File: config.mk
export PLATFORM = sky130hd
export DESIGN_NAME = wiper_i2c_target
export DESIGN_NICKNAME = d
export VERILOG_FILES = /design/src/rtl/wiper_i2c_pkg.sv /design/src/rtl/wiper_i2c_sync.sv /design/src/rtl/wiper_i2c_bus_events.sv /design/src/rtl/wiper_i2c_engine.sv /design/src/rtl/wiper_i2c_target.sv
export SDC_FILE = /design/constraint.sdc
export NUM_CORES = 1
export LEC_CHECK = 0
export ABC_AREA = 1
export BUFFER_PORTS_ARGS = -buffer_cell sky130_fd_sc_hd__buf_2
export CAP_MARGIN = 25
export CORE_MARGIN = 2
export CORE_UTILIZATION = 55
export CTS_CLUSTER_SIZE = 12
export DETAILED_ROUTE_END_ITERATION = 10
export GPL_ROUTABILITY_DRIVEN = 1
export HOLD_SLACK_MARGIN = 0.1
export PLACE_DENSITY = 0.78
export SYNTH_ARGS = -nofsm -noshare
export SYNTH_HDL_FRONTEND = slang
export SYNTH_HIERARCHICAL = 1
export SYNTH_SLANG_ARGS = --single-unit
export TNS_END_PERCENT = 1
File: constraint.sdc
create_clock -name clk -period 2 [get_ports clk]
set_input_delay 0.1 -clock clk [delete_from_list [all_inputs] [get_ports clk]]
set_output_delay 0.1 -clock clk [all_outputs]
set_load 0.03 [all_outputs]
File: src/rtl/wiper_i2c_pkg.sv
package wiper_i2c_pkg;
  localparam int CODE_W = 7;
  localparam int BYTE_W = 8;
  localparam int CNT_W  = $clog2(BYTE_W + 1);

  typedef enum logic [2:0] {
    ST_IDLE, ST_ADDR, ST_ADDR_ACK, ST_WDATA, ST_WACK, ST_RDATA, ST_RACK, ST_IGNORE
  } xfer_state_t;

  // upper seven bits of an address byte compared with the device address
  function automatic logic addr_hit(input logic [BYTE_W-1:0] b, input logic [CODE_W-1:0] dev);
    return b[BYTE_W-1:1] == dev;
  endfunction

  // code carried by a written byte: top bit discarded
  function automatic logic [CODE_W-1:0] code_of(input logic [BYTE_W-1:0] b);
    return b[CODE_W-1:0];
  endfunction

  // byte returned on a read: zero pad above the code
  function automatic logic [BYTE_W-1:0] read_image(input logic [CODE_W-1:0] w);
    return {{(BYTE_W-CODE_W){1'b0}}, w};
  endfunction
endpackage

File: src/rtl/wiper_i2c_sync.sv
module wiper_i2c_sync #(
  parameter int WIDTH  = 2,
  parameter int STAGES = 2
) (
  input  logic             clk,
  input  logic             rst_n,
  input  logic [WIDTH-1:0] d,
  output logic [WIDTH-1:0] q
);
  logic [WIDTH-1:0] stg [STAGES];

  for (genvar g = 0; g < STAGES; g++) begin : g_stage
    always_ff @(posedge clk or negedge rst_n) begin
      if (!rst_n) stg[g] <= '1;
      else if (g == 0) stg[g] <= d;
      else stg[g] <= stg[(g == 0) ? 0 : g-1];
    end
  end

  assign q = stg[STAGES-1];
endmodule

File: src/rtl/wiper_i2c_bus_events.sv
module wiper_i2c_bus_events (
  input  logic clk,
  input  logic rst_n,
  input  logic scl_s,
  input  logic sda_s,
  output logic scl_rise,
  output logic scl_fall,
  output logic start_evt,
  output logic stop_evt
);
  logic scl_q, sda_q;

  always_ff @(posedge clk or negedge rst_n) begin
    if (!rst_n) begin
      scl_q <= 1'b1;
      sda_q <= 1'b1;
    end else begin
      scl_q <= scl_s;
      sda_q <= sda_s;
    end
  end

  assign scl_rise  = scl_s & ~scl_q;
  assign scl_fall  = ~scl_s & scl_q;
  assign start_evt = scl_s & scl_q & sda_q & ~sda_s;
  assign stop_evt  = scl_s & scl_q & ~sda_q & sda_s;
endmodule

File: src/rtl/wiper_i2c_engine.sv
module wiper_i2c_engine
  import wiper_i2c_pkg::*;
#(
  parameter logic [CODE_W-1:0] DEV_ADDR   = 7'h2E,
  parameter logic [CODE_W-1:0] RESET_CODE = 7'h40
) (
  input  logic              clk,
  input  logic              rst_n,
  input  logic              sda_s,
  input  logic              scl_rise,
  input  logic              scl_fall,
  input  logic              start_evt,
  input  logic              stop_evt,
  output logic              sda_oe,
  output logic [CODE_W-1:0] wiper_code,
  output logic              wiper_update,
  output logic              ignoring
);
  localparam logic [CNT_W-1:0] LAST_BIT = CNT_W'(BYTE_W - 1);
  localparam logic [CNT_W-1:0] ALL_BITS = CNT_W'(BYTE_W);

  xfer_state_t       state;
  logic [CNT_W-1:0]  cnt;
  logic [BYTE_W-1:0] sh;
  logic              rw, m_ack;
  logic [BYTE_W-1:0] rx_byte;

  assign rx_byte  = {sh[BYTE_W-2:0], sda_s};
  assign ignoring = (state == ST_IGNORE);

  always_ff @(posedge clk or negedge rst_n) begin
    if (!rst_n) begin
      state        <= ST_IDLE;
      cnt          <= '0;
      sh           <= '0;
      rw           <= 1'b0;
      m_ack        <= 1'b0;
      sda_oe       <= 1'b0;
      wiper_code   <= RESET_CODE;
      wiper_update <= 1'b0;
    end else begin
      wiper_update <= 1'b0;
      if (stop_evt) begin
        state  <= ST_IDLE;
        sda_oe <= 1'b0;
      end else if (start_evt) begin
        state  <= ST_ADDR;
        cnt    <= '0;
        sda_oe <= 1'b0;
      end else begin
        unique case (state)
          ST_ADDR, ST_WDATA: if (scl_rise) begin
            sh  <= rx_byte;
            cnt <= cnt + 1'b1;
            if (cnt == LAST_BIT) begin
              cnt <= '0;
              if (state == ST_WDATA) state <= ST_WACK;
              else if (addr_hit(rx_byte, DEV_ADDR)) begin
                state <= ST_ADDR_ACK;
                rw    <= rx_byte[0];
              end else state <= ST_IGNORE;
            end
          end
          ST_ADDR_ACK, ST_WACK: if (scl_fall) begin
            if (cnt == '0) begin
              sda_oe <= 1'b1;
              cnt    <= CNT_W'(1);
              if (state == ST_WACK) begin
                wiper_code   <= code_of(sh);
                wiper_update <= 1'b1;
              end
            end else begin
              cnt <= '0;
              if (state == ST_ADDR_ACK && rw) begin
                sh     <= read_image(wiper_code);
                sda_oe <= ~read_image(wiper_code)[BYTE_W-1];
                state  <= ST_RDATA;
              end else begin
                sda_oe <= 1'b0;
                state  <= ST_WDATA;
              end
            end
          end
          ST_RDATA: begin
            if (scl_rise) cnt <= cnt + 1'b1;
            else if (scl_fall) begin
              if (cnt == ALL_BITS) begin
                sda_oe <= 1'b0;
                state  <= ST_RACK;
              end else begin
                sda_oe <= ~sh[BYTE_W-2];
                sh     <= sh << 1;
              end
            end
          end
          ST_RACK: begin
            if (scl_rise) m_ack <= ~sda_s;
            else if (scl_fall) begin
              cnt <= '0;
              if (m_ack) begin
                sh     <= read_image(wiper_code);
                sda_oe <= ~read_image(wiper_code)[BYTE_W-1];
                state  <= ST_RDATA;
              end else state <= ST_IGNORE;
            end
          end
          default: ;
        endcase
      end
    end
  end
endmodule

File: src/rtl/wiper_i2c_target.sv
module wiper_i2c_target
  import wiper_i2c_pkg::*;
#(
  parameter logic [CODE_W-1:0] DEV_ADDR    = 7'h2E,
  parameter logic [CODE_W-1:0] RESET_CODE  = 7'h40,
  parameter int                SYNC_STAGES = 2
) (
  input  logic              clk,
  input  logic              rst_n,
  input  logic              scl_i,
  input  logic              sda_i,
  output logic              sda_oe,
  output logic [CODE_W-1:0] wiper_code,
  output logic              wiper_update
);
  logic scl_sync, sda_sync;
  logic scl_rise, scl_fall, start_evt, stop_evt;
  logic ignoring;

  wiper_i2c_sync #(.WIDTH(2), .STAGES(SYNC_STAGES)) sync_i (
    .clk(clk), .rst_n(rst_n), .d({scl_i, sda_i}), .q({scl_sync, sda_sync})
  );

  wiper_i2c_bus_events events_i (
    .clk(clk), .rst_n(rst_n), .scl_s(scl_sync), .sda_s(sda_sync),
    .scl_rise(scl_rise), .scl_fall(scl_fall),
    .start_evt(start_evt), .stop_evt(stop_evt)
  );

  wiper_i2c_engine #(.DEV_ADDR(DEV_ADDR), .RESET_CODE(RESET_CODE)) engine_i (
    .clk(clk), .rst_n(rst_n), .sda_s(sda_sync),
    .scl_rise(scl_rise), .scl_fall(scl_fall),
    .start_evt(start_evt), .stop_evt(stop_evt),
    .sda_oe(sda_oe), .wiper_code(wiper_code),
    .wiper_update(wiper_update), .ignoring(ignoring)
  );
endmodule

Word level (Yosys, flattened, before mapping):

Cells that the tools add are included.

* bits in registers: 31
* output and inout bits: 9
* input port bits: 4
* word-level logic and storage cells: 131

* equality and inequality tests: 34
* mux-type cells: 54
* add/subtract/negate cells: 1
* reductions and logical operators: 15
* bitwise operators: 15

Operators by type and width (number)
* 2-to-1 mux 7 bit: 10
* 2-to-1 mux 3 bit: 14
* 2-to-1 mux 4 bit: 7
* != test 4 x 1 -> 1 bit, second input constant: 7
* one-hot mux 7 bit (4 select lines): 1
* AND reduction 7 bit: 3
* 2-to-1 mux 1 bit: 18
* one-hot mux 4 bit (4 select lines): 1
* AND reduction 13 bit: 1
* != test 2 x 1 -> 1 bit, second input constant: 6
* != test 3 x 1 -> 1 bit, second input constant: 4
* one-hot mux 3 bit (4 select lines): 1
* AND reduction 10 bit: 1
* nonzero test 5 bit: 2
* equality test 3 bit, second input constant: 3
* != test 2 bit, second input constant: 4
* != test 4 bit, second input constant: 2
* NOT 1 bit: 8
* bitwise AND 1 bit: 7
* equality test 7 x 6 -> 1 bit, second input constant: 1
* equality test 3 x 2 -> 1 bit, second input constant: 2
* AND reduction 6 bit: 1
* nonzero test 6 bit: 1
* adder 4 x 1 -> 4 bit, second input constant: 1
* other kinds (12): 13

Logic depth before layout (Yosys ltp):

* depth after elaboration: 8
* mapped depth: 12
* depth with buffers taken out: 11

By module:

Netlist, hierarchy kept.

Modules (own cells, without submodules)
* wiper_i2c_engine: cells each 240, instances 1, area each 1809.2 sq um
* wiper_i2c_sync: cells each 6, instances 1, area each 120.1 sq um
* wiper_i2c_bus_events: cells each 13, instances 1, area each 93.8 sq um

Least setup slack after synthesis:

No wires, ideal clock.

* path kind: reg-to-reg
* start point: register sync_i.stg (netlist bit sync_i/q[0])
* end point: register engine_i.sh[4]
* library setup time: 0.116 ns
* data arrival time: 1.567 ns
* stages on the path, launching flop included: 13
* data required time: 1.884 ns
* path slack: 0.316 ns
* buffers on the path: 1
* path through: dfstp_2 -> buf_4 -> inv_1 -> nand2_1 -> nor2_1 -> inv_2 -> nand2_2 -> inv_1 -> o21ai_1 -> nor2_4 -> nand2_4 -> nand2_1 -> nand2_1

* word-level cells in the longest chain between the ends: 4

Ends and longest elaborated chain
* start, declared: line wiper_i2c_sync.sv:10 `logic [WIDTH-1:0] stg [STAGES];`
* start signal, assigned by index: line wiper_i2c_sync.sv:16 `else stg[g] <= stg[(g == 0) ? 0 : g-1];`
* NOT 1 bit: line wiper_i2c_bus_events.sv:25 `assign start_evt = scl_s & scl_q & sda_q & ~sda_s;`
* bitwise AND 1 bit: line wiper_i2c_bus_events.sv:25
* via start_evt: line wiper_i2c_target.sv:17 `logic scl_rise, scl_fall, start_evt, stop_evt;`
* NOT 1 bit (no source line)
* AND reduction 13 bit (no source line)
* end signal, assigned: line wiper_i2c_engine.sv:53 `sh <= rx_byte;`
* end signal, assigned: line wiper_i2c_engine.sv:75 `sh <= read_image(wiper_code);`
* end signal, assigned: line wiper_i2c_engine.sv:92 `sh <= sh << 1;`
* end, declared: line wiper_i2c_engine.sv:24 `logic [BYTE_W-1:0] sh;`

The timed path passes the listed nets, and every way through them passes these cells.
A chain may end at the register's enable or synchronous reset.

Final worst setup path:

* start point: register sync_i.stg (netlist bit sync_i/q[1])
* end point: register engine_i.cnt[2]

RTL lines
* bitwise AND 1 bit (*): line wiper_i2c_bus_events.sv:23 `assign scl_rise = scl_s & ~scl_q;`
* via scl_rise: line wiper_i2c_target.sv:17
* != test 3 bit (no source line) / != test 3 x 1 -> 1 bit (equally long branches)
* AND reduction 7 bit (no source line) (*)
* end signal, assigned: line wiper_i2c_engine.sv:54 `cnt <= cnt + 1'b1;`
* end signal, assigned: line wiper_i2c_engine.sv:85 `if (scl_rise) cnt <= cnt + 1'b1;`
* end, declared: line wiper_i2c_engine.sv:23 `logic [CNT_W-1:0] cnt;`

The timed path passes the listed nets; every way through them passes the cells marked *.

==> out/results.txt <==
The die boundary width was 64.6 um; the worst endpoint required time was 2.21 ns. The number of cell rows is 22, and the number of warnings issued by yosys is 6. The die footprint came out at 4170 um^2. The global placement routability congestion is 0.983. Final period utilization: 87.6%. The final routed wirelength across all metal layers was 4090 um; the first-pass GRT wire length was 7490 um.

Summed over all nets, the half-perimeter wirelength after detailed placement is 3100 um. At the worst endpoint, the arrival time is 1.96 ns. Dividing the detail-routed via count by the number of cells gives 5.19.

Across the routed clock network, the largest skew measured is 0.00908 ns. The mapped netlist covers 2020 um^2. After detailed routing, the number of remaining DRC violations is 0. Compared with the post-synthesis result, the final layout area differs by 10.3%. Number of max-slew violations in the final report: 0.

TritonCTS created 5 clock buffers. Max-cap violations in this run came to 0. VDD sags by at most 0.834 mV. The run gives 0 as the remaining antenna violation count.

The number of inserted diodes is 0. For the number of global-route vias before repair, the log shows 1,663. TritonCTS built the clock tree.

The number of fill cells in the layout came out at 331. The number of clock sinks seen by CTS is 31. The longest clock path from root to sink contains 2 buffers.

The number of H-tree levels is 2, and the routed wirelength normalized by instance count is 12.6 um. The worst hold path begins at sync_i/stg[3]. The kind of end point of the critical path was a register. After the last flow step, the layout net total stands at 282. In this run, placement finished with an instance count of 314. The flow ran to the end, and the final reports show no timing, DRC or antenna violations.

In this run the worst path has a maximum fanout of 8. The kind of start point of the critical path is a register. Subtracting the final worst setup slack from the clock period gives 1.75 ns.

The path class of the tightest hold or removal check is reg2reg. The number of failing setup endpoints in the final timing report was 0. Port buffering added 12 buffers. A synthesized cell averages 7.83 um^2.

In the detailed route, the total length drawn on met2 is 1890 um. The area of all sequential standard cells came out at 785 um^2. The origin of the worst setup path was sync_i/q[1]. Power comes to 3.63 mW.

Headroom to the max-slew limit came out at 56.2%. Summing all multi-input logic gate instances after layout gives 1030 um^2. The worst setup path is of the reg2reg kind.

Setup repair after global routing left no endpoint under its margin. Routed signal wires occupy layers up through met4. After floorplanning, the core was sized to cover 3610 um^2.

For this block, wires on met1 add up to 1810 um. In this run the count of I/O pins placed on the die edge is 13. The via count came out at 1,687.

The die is 64.6 um tall. The maximum number of pins on one net before global-route repair is 32. In this run the clock root is driven by a clkbuf_8.

The run gives 270 um as the total met3 wirelength after detailed routing. Once layout is complete, the cells apart from fillers number 325. The number of nets handed over by synthesis was 264. The tools report the clock latency reported for the late side of the worst-skew pair as 0.28 ns. For this run, the top clock speed supported by timing is 571 MHz. Slew at the pin closest to its max-slew limit: 0.657 ns. The number of failing hold endpoints at the final stage is 0, and the number of design-rule violations left by the first detailed-router iteration is 87. Dividing total power by cell area gives a power density of 1630 nW/um^2. The clock edge transition at the registers on the reported setup and hold paths is 0.06 ns, and the starting density of the core is 56.0%. The first TritonRoute pass finished after 4 iterations. The final global-route overflow total came out at 0. Cells with a size suffix above 1 make up 26.0% of the layout. The initial antenna violation count was 0. In this run the static leakage power is 1.12 nW. After technology mapping, the gate count stands at 258. Global routing used 23.7% of the available tracks across all layers. The origin of the critical flop-to-flop path is sync_i/q[1]. The final total negative setup slack is 0 ns.
## power breakdown
group          switching (mW)  internal (mW)  total, mW
clock                   0.222          0.277      0.499
combinational            1.37          0.688       2.05
sequential              0.255          0.818       1.07
total                    1.84           1.78       3.63
## placed cells by master (no fill, tap or decap), types with 5 or more instances in the layout
cell type   n
dfrtp_1    24
nand3_1    26
o21ai_0    10
nand2_2    10
o21ai_1    13
nand3_2     5
nor2_1     21
clkbuf_8    6
nand2_4     5
buf_2      12
inv_1      27
dfstp_2     7
nand2_1    65
## metrics by stage
step / instance area, um^2 / util, % / setup slack, ns / hold WS [ns]
after floorplan: 2020 / - / 0.316 / -0.196
after global placement: 2100 / 58.3 / 0.242 / 0.180
after detailed placement: 2100 / 58.3 / 0.202 / 0.180
after CTS: 2220 / 61.7 / 0.193 / 0.355
after global routing: 2230 / 61.8 / 0.0617 / 0.363
final: 2230 / 61.8 / 0.249 / 0.353
## worst paths after layout
check | to | slack [ns] | depth (start not counted)
setup / recovery | engine_i/cnt[2] | 0.25 | 8
hold / removal | sync_i/q[1] | 0.35 | 0
min in group asynchronous | engine_i/sh[4] | 0.38 | 2
max in group asynchronous | engine_i/wiper_code[0] | 1.19 | 2
setup reg to reg | engine_i/cnt[2] | 0.25 | 8
hold reg to reg | sync_i/q[1] | 0.35 | 0
## layout make-up
type	instances	share of cell area, %
clock buffers	7	3.88
clock inverters	1	0.225
inverters	35	6.46
multi-input cells	185	46.5
flip-flops and latches	31	35.2
well taps	48	2.70
repair buffers	18	5.06
## flip-flops by register name, indices dropped and copies added, names as in the netlist
signal and cells:
engine_i/cnt 4, engine_i/m_ack 1, engine_i/rw 1, engine_i/sda_oe 1
engine_i/sh 7, engine_i/state 3, engine_i/wiper_code 7, engine_i/wiper_update 1
events_i/scl_q 1, events_i/sda_q 1, sync_i/q 2, sync_i/stg 2
## metal layers
metal  vias up  global-route usage (%)
met5         -                       0
met4         0                    11.4
met3        14                    5.38
met2        56                    38.2
met1       748                    30.2
li1        869                       -
## worst max-delay path, stage by stage (launching register included)
cell and delay (ns):
dfstp_2 0.55, inv_1 0.04, nor2_1 0.31, nand2_1 0.15, o21ai_0 0.27, nor2_2 0.08
nand3_2 0.14, nand2_1 0.07, o21ai_1 0.07
## what timing repair did
| item | CTS | global route |
|---|---|---|
| setup endpoints to repair | 0 | 10 |
| hold buffers | 3 | 0 |
| resized for setup | 0 | 2 |
| buffers inserted | 0 | 0 |
| hold endpoints to repair | 26 | 0 |
Note: power is estimated with default switching activity, not from simulation.
